### config.mk
export PLATFORM = sky130hd
export DESIGN_NAME = acc_alu
export DESIGN_NICKNAME = d
export VERILOG_FILES = /design/src/rtl/acc_alu_pkg.sv /design/src/rtl/acc_alu_arith.sv /design/src/rtl/acc_alu_logic.sv /design/src/rtl/acc_alu_parity.sv /design/src/rtl/acc_alu.sv
export SDC_FILE = /design/constraint.sdc
export NUM_CORES = 1
export LEC_CHECK = 0
export ABC_AREA = 1
export BUFFER_PORTS_ARGS = -buffer_cell sky130_fd_sc_hd__buf_2
export CAP_MARGIN = 20
export CORE_MARGIN = 5
export CORE_UTILIZATION = 45
export DETAILED_ROUTE_END_ITERATION = 7
export PLACE_DENSITY = 0.64
export SETUP_SLACK_MARGIN = 0.15
export SLEW_MARGIN = 20
export SYNTH_ARGS = -nofsm -noshare
export SYNTH_HDL_FRONTEND = slang
export SYNTH_SLANG_ARGS = --single-unit
### constraint.sdc
create_clock -name clk -period 16.1 [get_ports clk]
set_input_delay 3.22 -clock clk [delete_from_list [all_inputs] [get_ports clk]]
set_output_delay 3.22 -clock clk [all_outputs]
set_load 0.02 [all_outputs]
### src/rtl/acc_alu_pkg.sv
// Package: shared operation codes and the status flag record for the
// accumulator ALU. Assumes a 5-bit operation code, where unlisted values act
// as a no-operation.
package acc_alu_pkg;

    localparam int OP_W = 5;

    typedef enum logic [OP_W-1:0] {
        OP_NOP  = 5'd0,
        OP_ADD  = 5'd1,
        OP_ADDC = 5'd2,
        OP_SUBB = 5'd3,
        OP_MUL  = 5'd4,
        OP_DIV  = 5'd5,
        OP_AND  = 5'd6,
        OP_OR   = 5'd7,
        OP_XOR  = 5'd8,
        OP_CPL  = 5'd9,
        OP_RL   = 5'd10,
        OP_RR   = 5'd11,
        OP_RLC  = 5'd12,
        OP_RRC  = 5'd13,
        OP_SETB = 5'd14,
        OP_CLRB = 5'd15,
        OP_CPLB = 5'd16,
        OP_TSTB = 5'd17
    } op_e;

    // Flag update record: a value plus a write strobe per flag.
    typedef struct packed {
        logic cy;
        logic ac;
        logic ov;
        logic wr_cy;
        logic wr_ac;
        logic wr_ov;
    } flag_upd_t;

endpackage

### src/rtl/acc_alu_arith.sv
// Module: arithmetic unit. Covers add, add with carry, subtract with borrow,
// multiply and divide. Purely combinational. Assumes W is even, so that the
// auxiliary carry sits at the half-width boundary. Drives `hit` for the
// operations it owns, and reports which flags it writes.
module acc_alu_arith
    import acc_alu_pkg::*;
#(
    parameter int W = 8
) (
    input  op_e        op,
    input  logic [W-1:0] a,
    input  logic [W-1:0] o,
    input  logic [W-1:0] b,
    input  logic       cin,
    output logic       hit,
    output logic [W-1:0] res_a,
    output logic [W-1:0] res_b,
    output flag_upd_t  fl
);

    localparam int H = W / 2;

    logic [W:0]     add_w;
    logic [H:0]     add_h;
    logic [W:0]     sub_w;
    logic [H:0]     sub_h;
    logic           c_use;
    logic [2*W-1:0] prod;
    logic [W-1:0]   quo;
    logic [W-1:0]   rem;
    logic           b_zero;

    // Carry-in is used by ADDC and SUBB only.
    always_comb c_use = (op == OP_ADDC || op == OP_SUBB) ? cin : 1'b0;

    // Full-width and half-width sums and differences.
    always_comb begin
        add_w = {1'b0, a} + {1'b0, o} + {{W{1'b0}}, c_use};
        add_h = {1'b0, a[H-1:0]} + {1'b0, o[H-1:0]} + {{H{1'b0}}, c_use};
        sub_w = {1'b0, a} - {1'b0, o} - {{W{1'b0}}, c_use};
        sub_h = {1'b0, a[H-1:0]} - {1'b0, o[H-1:0]} - {{H{1'b0}}, c_use};
    end

    // Product and guarded quotient/remainder.
    always_comb begin
        prod   = {{W{1'b0}}, a} * {{W{1'b0}}, b};
        b_zero = (b == '0);
        quo    = b_zero ? a : (a / b);
        rem    = b_zero ? b : (a % b);
    end

    // Result and flag selection per operation.
    always_comb begin
        hit   = 1'b1;
        res_a = a;
        res_b = b;
        fl    = '0;
        unique case (op)
            OP_ADD, OP_ADDC: begin
                res_a    = add_w[W-1:0];
                fl.cy    = add_w[W];
                fl.ac    = add_h[H];
                fl.ov    = (a[W-1] == o[W-1]) && (add_w[W-1] != a[W-1]);
                fl.wr_cy = 1'b1;
                fl.wr_ac = 1'b1;
                fl.wr_ov = 1'b1;
            end
            OP_SUBB: begin
                res_a    = sub_w[W-1:0];
                fl.cy    = sub_w[W];
                fl.ac    = sub_h[H];
                fl.ov    = (a[W-1] != o[W-1]) && (sub_w[W-1] != a[W-1]);
                fl.wr_cy = 1'b1;
                fl.wr_ac = 1'b1;
                fl.wr_ov = 1'b1;
            end
            OP_MUL: begin
                res_a    = prod[W-1:0];
                res_b    = prod[2*W-1:W];
                fl.cy    = 1'b0;
                fl.ov    = |prod[2*W-1:W];
                fl.wr_cy = 1'b1;
                fl.wr_ov = 1'b1;
            end
            OP_DIV: begin
                res_a    = quo;
                res_b    = rem;
                fl.cy    = 1'b0;
                fl.ov    = b_zero;
                fl.wr_cy = 1'b1;
                fl.wr_ov = 1'b1;
            end
            default: hit = 1'b0;
        endcase
    end

endmodule

### src/rtl/acc_alu_logic.sv
// Module: logic unit. Covers AND/OR/XOR/complement, the four rotates and the
// single-bit set/clear/complement/test. Purely combinational. Assumes W is a
// power of two, so that the low log2(W) operand bits index a bit.
module acc_alu_logic
    import acc_alu_pkg::*;
#(
    parameter int W = 8
) (
    input  op_e        op,
    input  logic [W-1:0] a,
    input  logic [W-1:0] o,
    input  logic       cin,
    output logic       hit,
    output logic [W-1:0] res_a,
    output logic       cy,
    output logic       wr_cy
);

    localparam int IW = $clog2(W);

    logic [W-1:0] sel_mask;
    logic         sel_bit;

    // One-hot mask of the addressed bit, one decoder per position.
    for (genvar i = 0; i < W; i++) begin : g_mask
        assign sel_mask[i] = (o[IW-1:0] == IW'(i));
    end

    // Value of the addressed accumulator bit.
    always_comb sel_bit = |(a & sel_mask);

    // Result and carry selection per operation.
    always_comb begin
        hit   = 1'b1;
        res_a = a;
        cy    = 1'b0;
        wr_cy = 1'b0;
        unique case (op)
            OP_AND:  res_a = a & o;
            OP_OR:   res_a = a | o;
            OP_XOR:  res_a = a ^ o;
            OP_CPL:  res_a = ~a;
            OP_RL:   res_a = {a[W-2:0], a[W-1]};
            OP_RR:   res_a = {a[0], a[W-1:1]};
            OP_RLC: begin
                res_a = {a[W-2:0], cin};
                cy    = a[W-1];
                wr_cy = 1'b1;
            end
            OP_RRC: begin
                res_a = {cin, a[W-1:1]};
                cy    = a[0];
                wr_cy = 1'b1;
            end
            OP_SETB: res_a = a | sel_mask;
            OP_CLRB: res_a = a & ~sel_mask;
            OP_CPLB: res_a = a ^ sel_mask;
            OP_TSTB: begin
                cy    = sel_bit;
                wr_cy = 1'b1;
            end
            default: hit = 1'b0;
        endcase
    end

endmodule

### src/rtl/acc_alu_parity.sv
// Module: parity of a W-bit word, built as an explicit XOR chain. Output is
// 1 for an odd count of ones.
module acc_alu_parity #(
    parameter int W = 8
) (
    input  logic [W-1:0] d,
    output logic         par
);

    logic [W-1:0] chain;

    assign chain[0] = d[0];
    // Each stage folds in one more bit.
    for (genvar i = 1; i < W; i++) begin : g_chain
        assign chain[i] = chain[i-1] ^ d[i];
    end

    assign par = chain[W-1];

endmodule

### src/rtl/acc_alu.sv
// Module: accumulator ALU top. Picks the result from the arithmetic or logic
// unit, merges the flag updates with the held flags, and registers the
// accumulator, B and status word. Assumes the caller feeds back acc_q, b_q
// and carry as it sees fit. Reset is synchronous and active low.
module acc_alu
    import acc_alu_pkg::*;
#(
    parameter int W = 8
) (
    input  logic         clk,
    input  logic         rst_n,
    input  logic [4:0]   op_sel,
    input  logic [W-1:0] acc_in,
    input  logic [W-1:0] opnd_in,
    input  logic [W-1:0] b_in,
    input  logic         cy_in,
    output logic [W-1:0] acc_q,
    output logic [W-1:0] b_q,
    output logic [3:0]   stat_q
);

    op_e          op;
    logic         ar_hit;
    logic [W-1:0] ar_a;
    logic [W-1:0] ar_b;
    flag_upd_t    ar_fl;
    logic         lg_hit;
    logic [W-1:0] lg_a;
    logic         lg_cy;
    logic         lg_wr_cy;
    logic [W-1:0] acc_d;
    logic [W-1:0] b_d;
    logic         cy_q, ac_q, ov_q, p_q;
    logic         cy_d, ac_d, ov_d, p_d;

    // Decode the raw code into the operation type.
    always_comb op = op_e'(op_sel);

    acc_alu_arith #(.W(W)) u_arith (
        .op    (op),
        .a     (acc_in),
        .o     (opnd_in),
        .b     (b_in),
        .cin   (cy_in),
        .hit   (ar_hit),
        .res_a (ar_a),
        .res_b (ar_b),
        .fl    (ar_fl)
    );

    acc_alu_logic #(.W(W)) u_logic (
        .op    (op),
        .a     (acc_in),
        .o     (opnd_in),
        .cin   (cy_in),
        .hit   (lg_hit),
        .res_a (lg_a),
        .cy    (lg_cy),
        .wr_cy (lg_wr_cy)
    );

    acc_alu_parity #(.W(W)) u_par (
        .d   (acc_d),
        .par (p_d)
    );

    // Result selection: arithmetic, then logic, else pass-through.
    always_comb begin
        acc_d = acc_in;
        b_d   = b_in;
        if (ar_hit) begin
            acc_d = ar_a;
            b_d   = ar_b;
        end else if (lg_hit) begin
            acc_d = lg_a;
        end
    end

    // Flag merge: a written flag takes the new value, the others hold.
    always_comb begin
        cy_d = cy_q;
        ac_d = ac_q;
        ov_d = ov_q;
        if (ar_hit) begin
            if (ar_fl.wr_cy) cy_d = ar_fl.cy;
            if (ar_fl.wr_ac) ac_d = ar_fl.ac;
            if (ar_fl.wr_ov) ov_d = ar_fl.ov;
        end else if (lg_hit && lg_wr_cy) begin
            cy_d = lg_cy;
        end
    end

    // Output and flag registers with synchronous reset.
    always_ff @(posedge clk) begin
        if (!rst_n) begin
            acc_q <= '0;
            b_q   <= '0;
            cy_q  <= 1'b0;
            ac_q  <= 1'b0;
            ov_q  <= 1'b0;
            p_q   <= 1'b0;
        end else begin
            acc_q <= acc_d;
            b_q   <= b_d;
            cy_q  <= cy_d;
            ac_q  <= ac_d;
            ov_q  <= ov_d;
            p_q   <= p_d;
        end
    end

    assign stat_q = {cy_q, ac_q, ov_q, p_q};

    // parity flag always matches the registered accumulator.
    p_parity_match_r9: assert property (@(posedge clk) disable iff (!rst_n)
        stat_q[0] == ^acc_q);

    // a multiply clears carry and flags a product above the byte range.
    p_mul_flags_r4: assert property (@(posedge clk) disable iff (!rst_n)
        ($past(rst_n) && $past(op_sel) == 5'd4) |->
        (!stat_q[3] && stat_q[1] == ($past(acc_in) * $past(b_in) > 255)));

    // dividing by zero raises overflow.
    p_div_zero_r5: assert property (@(posedge clk) disable iff (!rst_n)
        ($past(rst_n) && $past(op_sel) == 5'd5 && $past(b_in) == '0) |->
        (stat_q[1] && !stat_q[3]));

    // logical operations keep carry, aux carry and overflow.
    p_logic_hold_r6: assert property (@(posedge clk) disable iff (!rst_n)
        ($past(rst_n) && $past(op_sel) >= 5'd6 && $past(op_sel) <= 5'd9) |->
        $stable(stat_q[3:1]));

    // a bit test never changes the accumulator.
    p_test_keeps_acc_r8: assert property (@(posedge clk) disable iff (!rst_n)
        ($past(rst_n) && $past(op_sel) == 5'd17) |-> (acc_q == $past(acc_in)));

    // unused codes hold flags and pass the operands through.
    p_unused_hold_r10: assert property (@(posedge clk) disable iff (!rst_n)
        ($past(rst_n) && $past(op_sel) >= 5'd18) |->
        ($stable(stat_q[3:1]) && acc_q == $past(acc_in) && b_q == $past(b_in)));

endmodule

==> run_results.csv, run 1 <==
group,metric,value,unit
status,outcome,"complete, no violations",
sta,max_freq,70.8,MHz
power,p_sw,0.294,mW
setup_path,critPathMostFrequentCell,"nand2_1",
power,power.density,68.7,nW/um2
place,port_buffers,51,
power,seq_power_share,0.103,
grt,grt_max_degree,23,
grt,grt_overflow,0,
power,power.total,0.545,mW
layout,areaGrowthSynthToFinish,6.48,%
synthesis,avgSynthCellArea,5.87,um2
sta,worst_pin_slew,0.811,ns
synthesis,yosys-top-cells-area,"nand2_1 (18%), ha_1 (16%), inv_1 (13%)",
place,placed_area,7850,um2
setup_path,cp.arrival,14.27,ns
synthesis,synthesis.area,7460,um2
place,place.gp.congestion,0.942,
synthesis,synth_common_cells,"nand2_1 (362), inv_1 (251), nand3_1 (99)",
setup_path,worst_path_max_delay_cell,"ha_1",
sta,rsz0062_at_grt,"false",
layout,antenna-diode-count,0,
detailed_routing,via_count,7984,
floorplanning,die_w,139,um
detailed_routing,ant_nets,0,
synthesis,yosysWarningCount,0,
sta,fin_skew,0,ns
grt,grt_use_total,0.234,
detailed_routing,first_pass_iters,5,
power,p_leak,4.67,nW
cts,cts_buffer_depth,2,
power,internal_power,0.251,mW
synthesis,synth_cells,1270,
synthesis,yosys.area_share.simple,0.374,
synthesis,ys_types,48,
grt,grt_pass1_wl,37900,um
floorplanning,die_y,139,um
power,p_sw_frac,0.540,
cts,cts_resized,0,
synthesis,synth_top_family_by_area,"simple AND/OR/NAND/NOR gates",
cts,clockRootBuffer,"clkbuf_16",
cts,cts_setup_buffers,0,
detailed_routing,routed_wl,22900,um
setup_path,cp-end-kind,"flop",
synthesis,synth-xor-area-share,0.0329,
detailed_routing,drt-initial-drc-count,666,
grt,antenna_found_initial,0,
grt,grt_pass1_vias,7657,
synthesis,synth_flop_cell,"dfxtp_1",
detailed_routing,drc_errors,0,
synthesis,synth_mux_area_frac,0,
setup_path,criticalPathCategory,"input pin to flop",
synthesis,synth_top_area_cell,"nand2_1",
floorplanning,die-area,19200,um2
synthesis,synth_compound_area_frac,0.114,
floorplanning,core_region_area,16400,um2
synthesis,synth_top_area_share,0.182,
setup_path,cp.required,16.24,ns
floorplanning,start_util,0.454,
synthesis,ys_ff_latch,20,
cts,ctsHoldBuffers,0,
setup_path,crit_fanout,12,
cts,htree_levels,1,
sta,fin_crit,14.13,ns
detailed_routing,drt-vias-per-instance,5.27,
synthesis,synthAdderAreaFrac,0.275,
hold_path,hp-class,"flop to flop",
power,peakVddDrop,0.0000534,V
power,pwr-share-clk,0.099,
layout,design_area,7940,um2
setup_path,cp-start-kind,"input pin",
sta,max_slew_margin,0.459,
floorplanning,num_io_pins,52,
setup_path,cp_top_family,"simple AND/OR/NAND/NOR gates",
cts,cts.sinks,20,
sta,post-route-period-util,0.878,
cts,clkLatencyLatePin,0.24,ns
synthesis,synth_sequential_area_ratio,0.0537,
cts,clk_pin_slew,0.05,ns
sta,hold_viol,0,
synthesis,synthArstFlopShare,0,
sta,drv_slew,0,
sta,setup_viol,0,
place,hpwl,18400,um
synthesis,synth_edf_count,0,
floorplanning,std_cell_rows,47,
layout,layout-drive-gt1-share,0.0741,
cts,cts-buffers-inserted,3,
cts,cts_tree,"done",
synthesis,syn_nets,1441,
synthesis,synth.most_common_cell,"nand2_1",
sta,fin_setup_tns,0,ns
setup_path,max_stage_delay,0.38,ns
power,share_comb_of_total_power,0.799,
sta,holdWs,0.495,ns
detailed_routing,wl_per_cell,15.1,um
setup_path,cp_num_buf_inv,15,
layout,fin_nets,1468,
run,maxCapViolations,0,
-- sequential cells by signal (all words and copies together) (netlist names) --
signal,cells
cy_q,1
ac_q,1
b_q,8
ov_q,1
p_q,1
acc_q,8
-- metal layers --
metal / routed length, um / global-route usage
met5: 0 / 0
met4: 620 / 0.0582
met3: 1270 / 0.0193
met2: 10800 / 0.411
met1: 10200 / 0.313
-- final cells by class --
| class | instances | area (um2) |
|---|---|---|
| Sequential cell | 20 | 400 |
| Timing Repair Buffer | 52 | 263 |
| Clock buffer | 4 | 88.8 |
| Inverter | 261 | 980 |
| Tap cell | 220 | 275 |
| Multi-Input combinational cell | 959 | 5930 |
| Fill cell | 1786 | 8470 |
-- logic make-up (layout without fill, tap and decap cells) --
logic type,count (synthesis),in the layout
simple gates,642,642
buf+inv,291,317
compound gates,150,150
fa+ha+maj,139,139
xor+xnor,28,28
flops,20,20
-- path summary, 6_finish.rpt --
kind	start	end	slack, ns	depth (start not counted)
min	cy_q	cy_q	0.49	2
min reg2reg	cy_q	cy_q	0.49	2
max reg2reg	ov_q	ov_q	15.42	4
max	b_in[0]	p_q	1.97	74
-- layout by cell type (no fill, tap or decap), types with 7 or more instances in the layout --
cell / netlist / layout
nand2_1: 362 / 362
inv_1: 251 / 251
nand3_1: 99 / 99
nor2_1: 98 / 98
ha_1: 98 / 98
o21ai_0: 54 / 54
a21oi_1: 53 / 53
buf_2: 4 / 51
fa_1: 41 / 41
xor2_1: 21 / 21
dfxtp_1: 20 / 20
nand4_1: 19 / 19
nor3_1: 14 / 14
or2_2: 10 / 10
and2_1: 8 / 8
xnor2_1: 7 / 7
o211ai_1: 7 / 7
nor2_2: 7 / 7
-- power groups by stage --
| stage | registers, mW | logic, mW | clock network, mW |
|---|---|---|---|
| after floorplan | 0.0622 | 0.328 | 0 |
| after global placement | 0.0572 | 0.429 | 0 |
| after detailed placement | 0.0571 | 0.433 | 0 |
| after CTS | 0.0561 | 0.437 | 0.0553 |
| after global routing | 0.0567 | 0.497 | 0.0576 |
| final | 0.0560 | 0.435 | 0.0537 |
-- tightest hold or removal path: stages (launching register included) --
cell and delay (ns):
dfxtp_1 0.31, nand3_1 0.08, a21oi_1 0.06
-- per-stage QoR --
stage | util | setup slack [ns] | instances
6_report | 0.484 | 1.97 | 1516
5_1_grt | 0.484 | 0.594 | 1516
4_1_cts | 0.484 | 2.07 | 1516
3_5_place_dp | 0.478 | 1.85 | 1512
3_3_place_gp | 0.478 | 2.44 | 1512
2_1_floorplan | - | 3.70 | 1270
Power figures use the tool's default switching activity.
==> run 2, diff against run 1 <==
- BUFFER_PORTS_ARGS: -buffer_cell sky130_fd_sc_hd__buf_2 -> unset
- DONT_BUFFER_PORTS: unset -> 1
- PLACE_DENSITY: 0.64 -> 0.62
==> run 2 against run 1 <==
Sequential power increased by 14%. Global-route usage is 0.18 points lower. Clock-buffer cell count unchanged. Sequential share of layout area up 0.17 points. Critical path type unchanged. Total power is 4.8% lower. Die area stayed put. Cell area down 3.3%. Final cell count fell by 3.4%.
==> run_results.csv, run 2 (synthesized netlist as in run 1, its figures left out) <==
group,metric,value,unit
status,outcome,"complete, no violations",
power,peakVddDrop,0.0000541,V
floorplanning,start_util,0.454,
power,power.total,0.519,mW
detailed_routing,drt-initial-drc-count,550,
sta,max_slew_margin,0.451,
cts,cts_setup_buffers,0,
cts,cts-buffers-inserted,3,
floorplanning,num_io_pins,52,
power,p_leak,4.45,nW
setup_path,cp.required,16.24,ns
floorplanning,die_w,139,um
floorplanning,die_y,139,um
detailed_routing,first_pass_iters,5,
cts,clk_pin_slew,0.05,ns
detailed_routing,via_count,7671,
sta,rsz0062_at_grt,"false",
place,place.gp.congestion,0.952,
sta,setup_viol,0,
setup_path,crit_fanout,12,
setup_path,worst_path_max_delay_cell,"o31ai_1",
layout,final_common_cell,"nand2_1",
setup_path,criticalPathCategory,"input pin to flop",
setup_path,cp-start-kind,"input pin",
sta,post-route-period-util,0.844,
layout,fin_nets,1416,
hold_path,hp-class,"flop to flop",
detailed_routing,routed_wl,23000,um
grt,grt_pass1_vias,7227,
grt,grt_use_total,0.232,
place,hpwl,18500,um
place,port_buffers,0,
grt,antenna_found_initial,0,
layout,layout-drive-gt1-share,0.0354,
detailed_routing,ant_nets,0,
grt,grt_overflow,0,
detailed_routing,drt-vias-per-instance,5.24,
layout,antenna-diode-count,0,
cts,cts_tree,"done",
cts,htree_levels,1,
layout,post-route-util,0.468,
sta,fin_setup_tns,0,ns
setup_path,critPathMostFrequentCell,"nand2_1",
layout,final_cell_mix,"nand2_1 (362), inv_1 (251), nand3_1 (99)",
layout,areaGrowthSynthToFinish,2.95,%
setup_path,max_stage_delay,0.38,ns
grt,grt_pass1_wl,37100,um
run,maxCapViolations,0,
setup_path,cp-end-kind,"flop",
floorplanning,core_region_area,16400,um2
sta,drv_slew,0,
grt,grt_max_degree,23,
layout,top_regs,"acc_q x8, b_q x8",
cts,cts.sinks,20,
layout,design_area,7680,um2
sta,worst_pin_slew,0.822,ns
cts,cts_resized,0,
floorplanning,std_cell_rows,47,
place,placed_area,7590,um2
sta,max_freq,73.6,MHz
detailed_routing,wl_per_cell,15.7,um
cts,clockRootBuffer,"clkbuf_16",
setup_path,cp.arrival,13.73,ns
place,dp_cells,1460,
sta,hold_viol,0,
cts,ctsHoldBuffers,0,
layout,final_cells,1464,
power,power.density,67.6,nW/um2
sta,fin_crit,13.59,ns
sta,fin_skew,0,ns
floorplanning,die-area,19200,um2
cts,cts_buffer_depth,2,
detailed_routing,drc_errors,0,
cts,clkLatencyLatePin,0.24,ns
## run 2: power by group
part	switching (mW)	internal [mW]
Sequential	0.00883	0.0549
Combinational	0.250	0.152
Clock	0.0161	0.0378
## run 2: worst max-delay path, delay by kind of cell
kind            cells  cell delay (ns)
compound gates     16             2.97
fa+ha+maj           8             2.54
buf+inv            16             1.75
simple gates       32             3.18
## run 2: final timing paths
check | start | to | slack, ns | depth (start not counted)
setup reg to reg | ov_q | ov_q | 15.32 | 4
hold reg to reg | cy_q | cy_q | 0.60 | 2
hold / removal | cy_q | cy_q | 0.60 | 2
setup / recovery | b_in[0] | p_q | 2.51 | 72
## run 2: through the flow
step / setup WS (ns) / hold WS [ns]
6_report: 2.51 / 0.596
5_1_grt: 1.16 / 0.606
4_1_cts: 2.62 / 0.600
3_5_place_dp: 2.40 / 0.592
3_3_place_gp: 2.73 / 0.594
2_1_floorplan: 3.70 / 0.460
## run 2: cell type report
cell class	instances	area, um2
Fill cell	1787	8730
Sequential cell	20	400
Inverter	261	980
Clock buffer	4	88.8
Multi-Input combinational cell	959	5930
Tap cell	220	275
## run 2: metal layers
metal | GRT usage | wire, um | vias up
met5 | 0 | 0 | -
met4 | 0.0458 | 421 | 0
met3 | 0.0324 | 1380 | 30
met2 | 0.404 | 10800 | 224
met1 | 0.310 | 10400 | 3484
li1 | - | - | 3933
